`config.mk`:
```
export PLATFORM = sky130hd
export DESIGN_NAME = manchester_frame_tx
export DESIGN_NICKNAME = d
export VERILOG_FILES = /design/src/rtl/mtx_pkg.sv /design/src/rtl/mtx_half_tick.sv /design/src/rtl/mtx_line_shifter.sv /design/src/rtl/mtx_framer.sv /design/src/rtl/manchester_frame_tx.sv
export SDC_FILE = /design/constraint.sdc
export NUM_CORES = 1
export LEC_CHECK = 0
export CAP_MARGIN = 10
export CORE_UTILIZATION = 35
export CTS_CLUSTER_DIAMETER = 60
export CTS_CLUSTER_SIZE = 30
export DETAILED_ROUTE_END_ITERATION = 10
export DONT_BUFFER_PORTS = 1
export GPL_ROUTABILITY_DRIVEN = 0
export PLACE_DENSITY_LB_ADDON = 0.3
export SLEW_MARGIN = 40
export SYNTH_ARGS = -nofsm -noshare
export SYNTH_HDL_FRONTEND = slang
export SYNTH_SLANG_ARGS = --single-unit
```
`constraint.sdc`:
```
create_clock -name clk -period 3.2 [get_ports clk]
set_input_delay 0.32 -clock clk [delete_from_list [all_inputs] [get_ports clk]]
set_output_delay 0.32 -clock clk [all_outputs]
set_load 0.1 [all_outputs]
```
`src/rtl/mtx_pkg.sv`:
```
package mtx_pkg;
    localparam int unsigned BYTE_W    = 8;
    localparam logic [7:0]  SYNC_BYTE = 8'hAA;
    localparam logic [7:0]  END_BYTE  = 8'hFF;

    typedef enum logic {
        FR_IDLE = 1'b0,
        FR_RUN  = 1'b1
    } fr_state_e;
endpackage

```
`src/rtl/mtx_half_tick.sv`:
```
module mtx_half_tick #(
    parameter int unsigned TICK_DIV   = 8,
    parameter int unsigned HALF_TICKS = 125
) (
    input  logic clk,
    input  logic rst_n,
    input  logic restart,
    output logic half_tick
);
    localparam int unsigned PW = (TICK_DIV > 1) ? $clog2(TICK_DIV) : 1;
    localparam int unsigned HW = (HALF_TICKS > 1) ? $clog2(HALF_TICKS) : 1;

    typedef struct packed {
        logic [PW-1:0] pre;
        logic [HW-1:0] half;
    } cnt_t;

    cnt_t c_q, c_d;
    logic pre_wrap, half_wrap;

    always_comb begin
        pre_wrap  = (c_q.pre == PW'(TICK_DIV - 1));
        half_wrap = (c_q.half == HW'(HALF_TICKS - 1));
        half_tick = pre_wrap & half_wrap;
        c_d = c_q;
        if (restart) begin
            c_d = '0;
        end else if (pre_wrap) begin
            c_d.pre  = '0;
            c_d.half = half_wrap ? '0 : c_q.half + HW'(1);
        end else begin
            c_d.pre = c_q.pre + PW'(1);
        end
    end

    always_ff @(posedge clk) begin
        if (!rst_n) c_q <= '0;
        else        c_q <= c_d;
    end

    generate
        if (TICK_DIV * HALF_TICKS > 1) begin : g_chk
            // ticks are never back to back
            p_tick_gap_r2: assert property (@(posedge clk) disable iff (!rst_n)
                half_tick |=> !half_tick);
            // a restart gives a full-length half-bit
            p_restart_full_r2: assert property (@(posedge clk) disable iff (!rst_n)
                restart |=> !half_tick);
        end
    endgenerate
endmodule

```
`src/rtl/mtx_line_shifter.sv`:
```
module mtx_line_shifter
    import mtx_pkg::*;
(
    input  logic              clk,
    input  logic              rst_n,
    input  logic              half_tick,
    input  logic              start,
    input  logic              next_ok,
    input  logic [BYTE_W-1:0] next_byte,
    output logic              line,
    output logic              byte_end,
    output logic              active
);
    typedef struct packed {
        logic              active;
        logic [BYTE_W-1:0] sreg;
        logic [2:0]        idx;
        logic              second;
        logic              line;
    } sh_t;

    sh_t s_q, s_d;

    always_comb begin
        byte_end = s_q.active & half_tick & s_q.second & (s_q.idx == 3'd0);
        s_d = s_q;
        if (start) begin
            s_d.active = 1'b1;
            s_d.sreg   = SYNC_BYTE;
            s_d.idx    = 3'd7;
            s_d.second = 1'b0;
            s_d.line   = ~SYNC_BYTE[7];
        end else if (s_q.active && half_tick) begin
            if (!s_q.second) begin
                s_d.second = 1'b1;
                s_d.line   = s_q.sreg[s_q.idx];
            end else if (s_q.idx != 3'd0) begin
                s_d.idx    = s_q.idx - 3'd1;
                s_d.second = 1'b0;
                s_d.line   = ~s_q.sreg[s_q.idx - 3'd1];
            end else if (next_ok) begin
                s_d.sreg   = next_byte;
                s_d.idx    = 3'd7;
                s_d.second = 1'b0;
                s_d.line   = ~next_byte[7];
            end else begin
                s_d.active = 1'b0;
                s_d.second = 1'b0;
                s_d.line   = 1'b0;
            end
        end
    end

    always_ff @(posedge clk) begin
        if (!rst_n) s_q <= '0;
        else        s_q <= s_d;
    end

    assign line   = s_q.line;
    assign active = s_q.active;

    // the line moves only on a half-bit tick or a frame start
    p_line_on_tick_r9: assert property (@(posedge clk) disable iff (!rst_n)
        (s_q.line != s_d.line) |-> (half_tick || start));
    // an idle shifter holds the line low
    p_idle_low_r1: assert property (@(posedge clk) disable iff (!rst_n)
        !s_q.active |-> !s_q.line);
endmodule

```
`src/rtl/mtx_framer.sv`:
```
module mtx_framer
    import mtx_pkg::*;
(
    input  logic              clk,
    input  logic              rst_n,
    input  logic              in_valid,
    input  logic [BYTE_W-1:0] in_data,
    input  logic              in_last,
    input  logic              byte_end,
    output logic              in_ready,
    output logic              start,
    output logic              next_ok,
    output logic [BYTE_W-1:0] next_byte,
    output logic              busy
);
    typedef struct packed {
        fr_state_e         st;
        logic [BYTE_W-1:0] pend;
        logic              pend_full;
        logic              last_seen;
        logic              trail;
    } fr_t;

    fr_t f_q, f_d;
    logic accept;

    always_comb begin
        in_ready  = (f_q.st == FR_IDLE) |
                    (~f_q.pend_full & ~f_q.last_seen & ~f_q.trail & ~byte_end);
        accept    = in_valid & in_ready;
        start     = accept & (f_q.st == FR_IDLE);
        next_ok   = (f_q.st == FR_RUN) & (f_q.pend_full | ~f_q.trail);
        next_byte = f_q.pend_full ? f_q.pend : END_BYTE;
        f_d = f_q;
        if (start) begin
            f_d.st        = FR_RUN;
            f_d.pend      = in_data;
            f_d.pend_full = 1'b1;
            f_d.last_seen = in_last;
            f_d.trail     = 1'b0;
        end else if (f_q.st == FR_RUN) begin
            if (accept) begin
                f_d.pend      = in_data;
                f_d.pend_full = 1'b1;
                f_d.last_seen = in_last;
            end
            if (byte_end) begin
                if (f_q.pend_full) begin
                    f_d.pend_full = 1'b0;
                end else if (!f_q.trail) begin
                    f_d.trail = 1'b1;
                end else begin
                    f_d.st        = FR_IDLE;
                    f_d.last_seen = 1'b0;
                    f_d.trail     = 1'b0;
                end
            end
        end
    end

    always_ff @(posedge clk) begin
        if (!rst_n) f_q <= '{st: FR_IDLE, default: '0};
        else        f_q <= f_d;
    end

    assign busy = (f_q.st == FR_RUN);

    // a taken byte occupies the holding slot, so ready drops next cycle
    p_ready_drop_r6: assert property (@(posedge clk) disable iff (!rst_n)
        (in_valid && in_ready) |=> !in_ready);
    // the frame ends only at the boundary of a byte
    p_busy_fall_r7: assert property (@(posedge clk) disable iff (!rst_n)
        $fell(busy) |-> $past(byte_end));
    // a frame starts only through an accepted byte
    p_busy_rise_r7: assert property (@(posedge clk) disable iff (!rst_n)
        $rose(busy) |-> $past(in_valid && in_ready));
endmodule

```
`src/rtl/manchester_frame_tx.sv`:
```
module manchester_frame_tx
    import mtx_pkg::*;
#(
    parameter int unsigned TICK_DIV   = 8,
    parameter int unsigned HALF_TICKS = 125
) (
    input  logic       clk,
    input  logic       rst_n,
    input  logic       in_valid,
    input  logic [7:0] in_data,
    input  logic       in_last,
    output logic       in_ready,
    output logic       busy,
    output logic       tx_line
);
    logic              half_tick;
    logic              start;
    logic              next_ok;
    logic [BYTE_W-1:0] next_byte;
    logic              byte_end;
    logic              sh_active;

    mtx_half_tick #(
        .TICK_DIV   (TICK_DIV),
        .HALF_TICKS (HALF_TICKS)
    ) u_tick (
        .clk       (clk),
        .rst_n     (rst_n),
        .restart   (start),
        .half_tick (half_tick)
    );

    mtx_framer u_framer (
        .clk       (clk),
        .rst_n     (rst_n),
        .in_valid  (in_valid),
        .in_data   (in_data),
        .in_last   (in_last),
        .byte_end  (byte_end),
        .in_ready  (in_ready),
        .start     (start),
        .next_ok   (next_ok),
        .next_byte (next_byte),
        .busy      (busy)
    );

    mtx_line_shifter u_shift (
        .clk       (clk),
        .rst_n     (rst_n),
        .half_tick (half_tick),
        .start     (start),
        .next_ok   (next_ok),
        .next_byte (next_byte),
        .line      (tx_line),
        .byte_end  (byte_end),
        .active    (sh_active)
    );

    // shifter activity and frame busy agree
    p_active_busy_r7: assert property (@(posedge clk) disable iff (!rst_n)
        sh_active == busy);
endmodule

```
* After elaboration in Yosys (flattened, before gate mapping)
Index checks and enable logic that the tools add are counted.
** Word-level totals
- Register bits :: 36
- Bits in latches :: 0
- Memory bits (writable) :: 0
- ROM bits :: 0
- Memories :: 0
** Cells by class
- Add/sub/neg operators :: 3
- Multiply operators :: 0
- Div/mod/pow operators :: 0
- Order comparisons :: 2
- Equality and inequality tests :: 4
- Shifts and indexed selects :: 0
- Mux-type cells :: 25
- Bitwise gates (word level) :: 21
- Reduce and logical (&&, ||, !) cells :: 17
** Operators with widths (count)
- $mux 12 :: 3
- $mux 14 :: 2
- $reduce_and 4->1 :: 3
- $mux 11 :: 1
- $and 1x1->1 :: 10
- $mux 10 :: 1
- $reduce_bool 2->1 :: 5
- $mux 1 :: 9
- $mux 9 :: 1
- $not 1->1 :: 9
- $lt 3x4->1 const B :: 2
- $mux 8 :: 1
- $add 7x1->7 const B :: 1
- $eq 7x7->1 const B :: 1
- $mux 7 :: 1
- $bmux 1 s3 :: 2
- $reduce_and 3->1 :: 2
- $reduce_bool 3->1 :: 2
- $mux 5 :: 1
- $mux 2 :: 2
- $ne 2x2->1 const B :: 2
- $add 3x1->3 const B :: 1
- $eq 3x3->1 const B :: 1
- $logic_not 3->1 :: 1
- 7 further kinds :: 8

* Longest topological paths before layout
- Word-level depth :: 15
- Gate-level depth with buffers :: 9
- Mapped depth without buffers :: 7

* Cells and area by module
From an unflattened synthesis, not the netlist that was laid out.
** Second synthesis, totals
- Cells, all modules :: 210
- Area total of the unflattened synthesis :: 2020.7 µm²
** Modules (own cells, without submodules)
- mtx_line_shifter :: instances 1, cells an instance 85, area each 867.1 µm², seq. area each 280.3 µm²
- mtx_framer :: instances 1, cells an instance 69, area each 650.6 µm², seq. area each 240.2 µm²
- mtx_half_tick :: instances 1, cells an instance 56, area each 503.0 µm², seq. area each 200.2 µm²

* Least setup slack after synthesis
OpenSTA, ideal clock, no wires.
- Path kind :: reg2out
- Start :: reg u_tick.c_q[7] (netlist bit)
- End :: out in_ready
- Data arrival time :: 3.275 ns
- Setup slack :: -0.395 ns
- Stages on the path, launching flop included :: 8
- Path buffers :: 1
- Cell sequence :: dfxtp_1 > ha_1 > ha_1 > buf_6 > and4_4 > nand4_4 > nor2_1 > o21ai_0
** On the way
- Cells in the longest elaborated chain, start to end :: 8
** Ends and longest elaborated chain
- start, declared :: RTL line mtx_half_tick.sv:18 : cnt_t c_q, c_d;
- start signal, assigned :: RTL line mtx_half_tick.sv:37 : if (!rst_n) c_q <= '0;
- start signal, assigned :: RTL line mtx_half_tick.sv:38 : else c_q <= c_d;
- $eq 3x3->1 :: RTL line mtx_half_tick.sv:22 : pre_wrap = (c_q.pre == PW'(TICK_DIV - 1));
- $and 1x1->1 :: RTL line mtx_half_tick.sv:24 : half_tick = pre_wrap & half_wrap;
- $and 1x1->1 (3 in a row) :: RTL line mtx_line_shifter.sv:25 : byte_end = s_q.active & half_tick & s_q.second & (s_q.idx == 3'd0);
- $not 1->1 :: RTL line mtx_framer.sv:29 : (~f_q.pend_full & ~f_q.last_seen & ~f_q.trail & ~byte_end);
- $and 1x1->1 :: RTL line mtx_framer.sv:29
- $or 1x1->1 :: RTL line mtx_framer.sv:28 : in_ready = (f_q.st == FR_IDLE) |
- end, declared :: RTL line manchester_frame_tx.sv:12 : output logic in_ready,
No other way between the ends.

* Worst setup path in the final report
Ends and elaborated chain as after synthesis.

==> flow_metrics.env <==
export IMPL_outcome="completed"
export IMPL_seq_area_um2=722
export IMPL_ctsResizeCount=0
export IMPL_wl_um=3270
export IMPL_syn_area_um2=1780
export IMPL_vias=1208
export IMPL_fmax_ghz=0.403
export IMPL_fin_crit_ns=2.48
export IMPL_ys_types=40
export IMPL_cts_htree_levels=2
export IMPL_rsz0062_at_grt="no"
export IMPL_dp_cells=239
export IMPL_wl_per_cell_um=13.3
export IMPL_drt_iter0_markers=67
export IMPL_ys_warn_count=0
export IMPL_grt_max_degree=21
export IMPL_synth_seq_cells=36
export IMPL_diodes=0
export IMPL_fill_cells=494
export IMPL_die_area_um2=5370
export IMPL_synth_edf_count=0
export IMPL_synth_main_ff_cell="dfxtp_1"
export IMPL_multiInputGateArea_um2=977
export IMPL_syn_area_per_cell_um2=10.0
export IMPL_clock_path_buffers=2
export IMPL_viasPerCell=4.91
export IMPL_p_leak_nw=0.715
export IMPL_rows=25
export IMPL_finalNonFillerCells=246
export IMPL_dp_hpwl_um=2420
export IMPL_globalRouteOverflowTotal=0
export IMPL_hold_viol=0
export IMPL_rr_startpoint="u_tick.c_q[7]"
export IMPL_setup_tns_final_ns=0
export IMPL_relSlewSlack=0.651
export IMPL_worstPathRequired_ns=2.88
export IMPL_drv_slew=0
export IMPL_drt_first_pass_iters=4
export IMPL_synth_top_cell_area_share=0.405
export IMPL_async_flop_share=0
export IMPL_port_buffers=0
export IMPL_synth_nets=195
export IMPL_path_class="reg -> out"
export IMPL_synth_top_area_cell="dfxtp_1"
export IMPL_grt_pass1_vias=1115
export IMPL_start_kind="flop"
export IMPL_synth_cells=177
export IMPL_critPathLaunch="u_tick.c_q[7]"
export IMPL_setup_slack_ns=0.718
export IMPL_start_util=0.369
export IMPL_hold_class="in -> reg"
export IMPL_hold_buffers=0
export IMPL_netlist_top_cells_area="dfxtp_1 41%, mux2i_1 7.3%, mux4_2 5.1%"
export IMPL_worst_slew_pin_slew_ns=0.524
export IMPL_design_core_area_um2=4820
export IMPL_grt_pass1_wl_um=5510
export IMPL_nets=197
export IMPL_drive_gt1_frac=0.134
export IMPL_cts_sinks=36
export IMPL_die_w_um=73.3
export IMPL_antenna_found_initial=0
export IMPL_die_h_um=73.3
export IMPL_cts_buffers=5
export IMPL_cap_violations=0
export IMPL_tritoncts="done"
export IMPL_pre_cts_ws_ns=0.940
export IMPL_power_density_nw_per_um2=486
export IMPL_pin_count=15
export IMPL_fin_worst_skew_ns=0.00684
export IMPL_cp_max_fo=10
export IMPL_crit_path_end_kind="output port"
export IMPL_yosysSeqAreaShare=0.405
export IMPL_area_growth_syn_to_layout_pct=8.02
export IMPL_clkLatencyLatePin_ns=0.29
export IMPL_hp_start="in_valid"
export IMPL_crit_arrival_ns=2.16
export IMPL_gr_usage_all_layers=0.139
export IMPL_cts_root_buffer="clkbuf_8"
export IMPL_final_antenna_net_count=0
export IMPL_clkTransAtPathRegs_ns=0.06
export IMPL_ir_drop_v=0.000293
export IMPL_timing_final_crit_share=0.776
export IMPL_post_cts_buffers=0
export IMPL_drc=0
export IMPL_finalSetupViolCount=0
==> final cells by class <==
| class | count | area share |
|---|---|---|
| Tap cell | 67 | 0.0436 |
| Inverter | 7 | 0.0137 |
| Multi-Input combinational cell | 127 | 0.509 |
| Timing Repair Buffer | 2 | 0.00782 |
| Sequential cell | 36 | 0.376 |
| Clock buffer | 7 | 0.0502 |
==> cells in the final DEF (no fill, tap or decap), types with 2 or more instances in the layout <==
cell / count
ha_1: 6
a21oi_1: 2
o21ai_1: 3
xnor2_1: 5
nor3b_1: 3
a21boi_1: 3
o21ai_0: 3
mux2i_1: 13
nor2_1: 18
a31oi_1: 2
clkbuf_8: 7
nand4_4: 2
o31ai_1: 2
xor2_1: 4
a21boi_0: 4
o22ai_1: 2
buf_4: 2
dfxtp_1: 35
inv_1: 7
mux4_2: 4
nor2b_1: 10
nand2b_1: 4
nand4_1: 6
o221a_2: 3
nor3_1: 2
nand2_1: 12
==> where the power goes <==
part / switching (mW) / leakage [nW] / internal, mW
clock network: 0.154 / 0.0503 / 0.192
logic: 0.0562 / 0.369 / 0.0444
registers: 0.0195 / 0.295 / 0.468
total: 0.230 / 0.715 / 0.704
==> flip-flops by register name, summed over array words and instances (netlist names) <==
register and flops:
u_shift.s_q 12, u_shift.active 1, u_tick.c_q 10, u_shift.line 1, u_framer.busy 1, u_framer.f_q 11
==> final timing paths <==
kind / depth (start not counted) / slack [ns] / end
hold / removal: 2 / 0.16 / u_framer.busy
setup / recovery: 7 / 0.72 / in_ready
setup reg to reg: 7 / 0.94 / u_framer.f_q[1]
hold reg to reg: 1 / 0.43 / u_tick.c_q[7]
==> cells by family (layout without fill, tap and decap cells) <==
family,after synthesis,count (layout),synth area share
mux,17,17,0.124
simple gates,65,65,0.216
compound gates,30,30,0.121
xor+xnor,9,9,0.0443
flops,36,36,0.405
fa+ha+maj,6,6,0.0422
buf+inv,14,16,0.0471
==> routing by layer <==
| metal | routed length (um) | GRT usage | vias to the layer above |
|---|---|---|---|
| met5 | 0 | 0 | - |
| met4 | 74 | 0.0719 | 0 |
| met3 | 141 | 0.0398 | 6 |
| met2 | 1240 | 0.187 | 20 |
| met1 | 1820 | 0.199 | 547 |
| li1 | - | - | 635 |
==> Yosys cell counts (2+ instances only) <==
master	number
o21ai_1	3
a21boi_0	4
nor3b_1	3
o21ai_0	4
o221a_2	3
xor2_1	4
nand4_1	6
buf_6	4
o22ai_1	2
clkbuf_1	2
xnor2_1	5
ha_1	6
nand2b_1	4
a21oi_1	2
a21boi_1	3
o31ai_1	2
mux4_2	4
a31oi_1	2
inv_1	7
nor2b_1	10
dfxtp_1	36
nand2_1	12
nor2_1	18
nor3_1	2
mux2i_1	13
nand4_4	2
==> stage by stage <==
step	hold slack (ns)	total power, mW	util	area [um2]
finish	0.155	0.934	0.399	1920
global route	0.158	0.971	0.399	1920
CTS	0.155	0.941	0.399	1920
detailed placement	0.420	0.599	0.379	1820
global placement	0.412	0.597	0.378	1820
floorplan	0.404	0.580	-	1780
==> critical path: stages, from the launching register on <==
cell and delay [ns]:
dfxtp_1 0.33, ha_1 0.15, ha_1 0.38, and4_4 0.35, nand4_4 0.17, nor2_1 0.19, o21ai_2 0.06, buf_4 0.24
(Power assumes the default switching activity.)
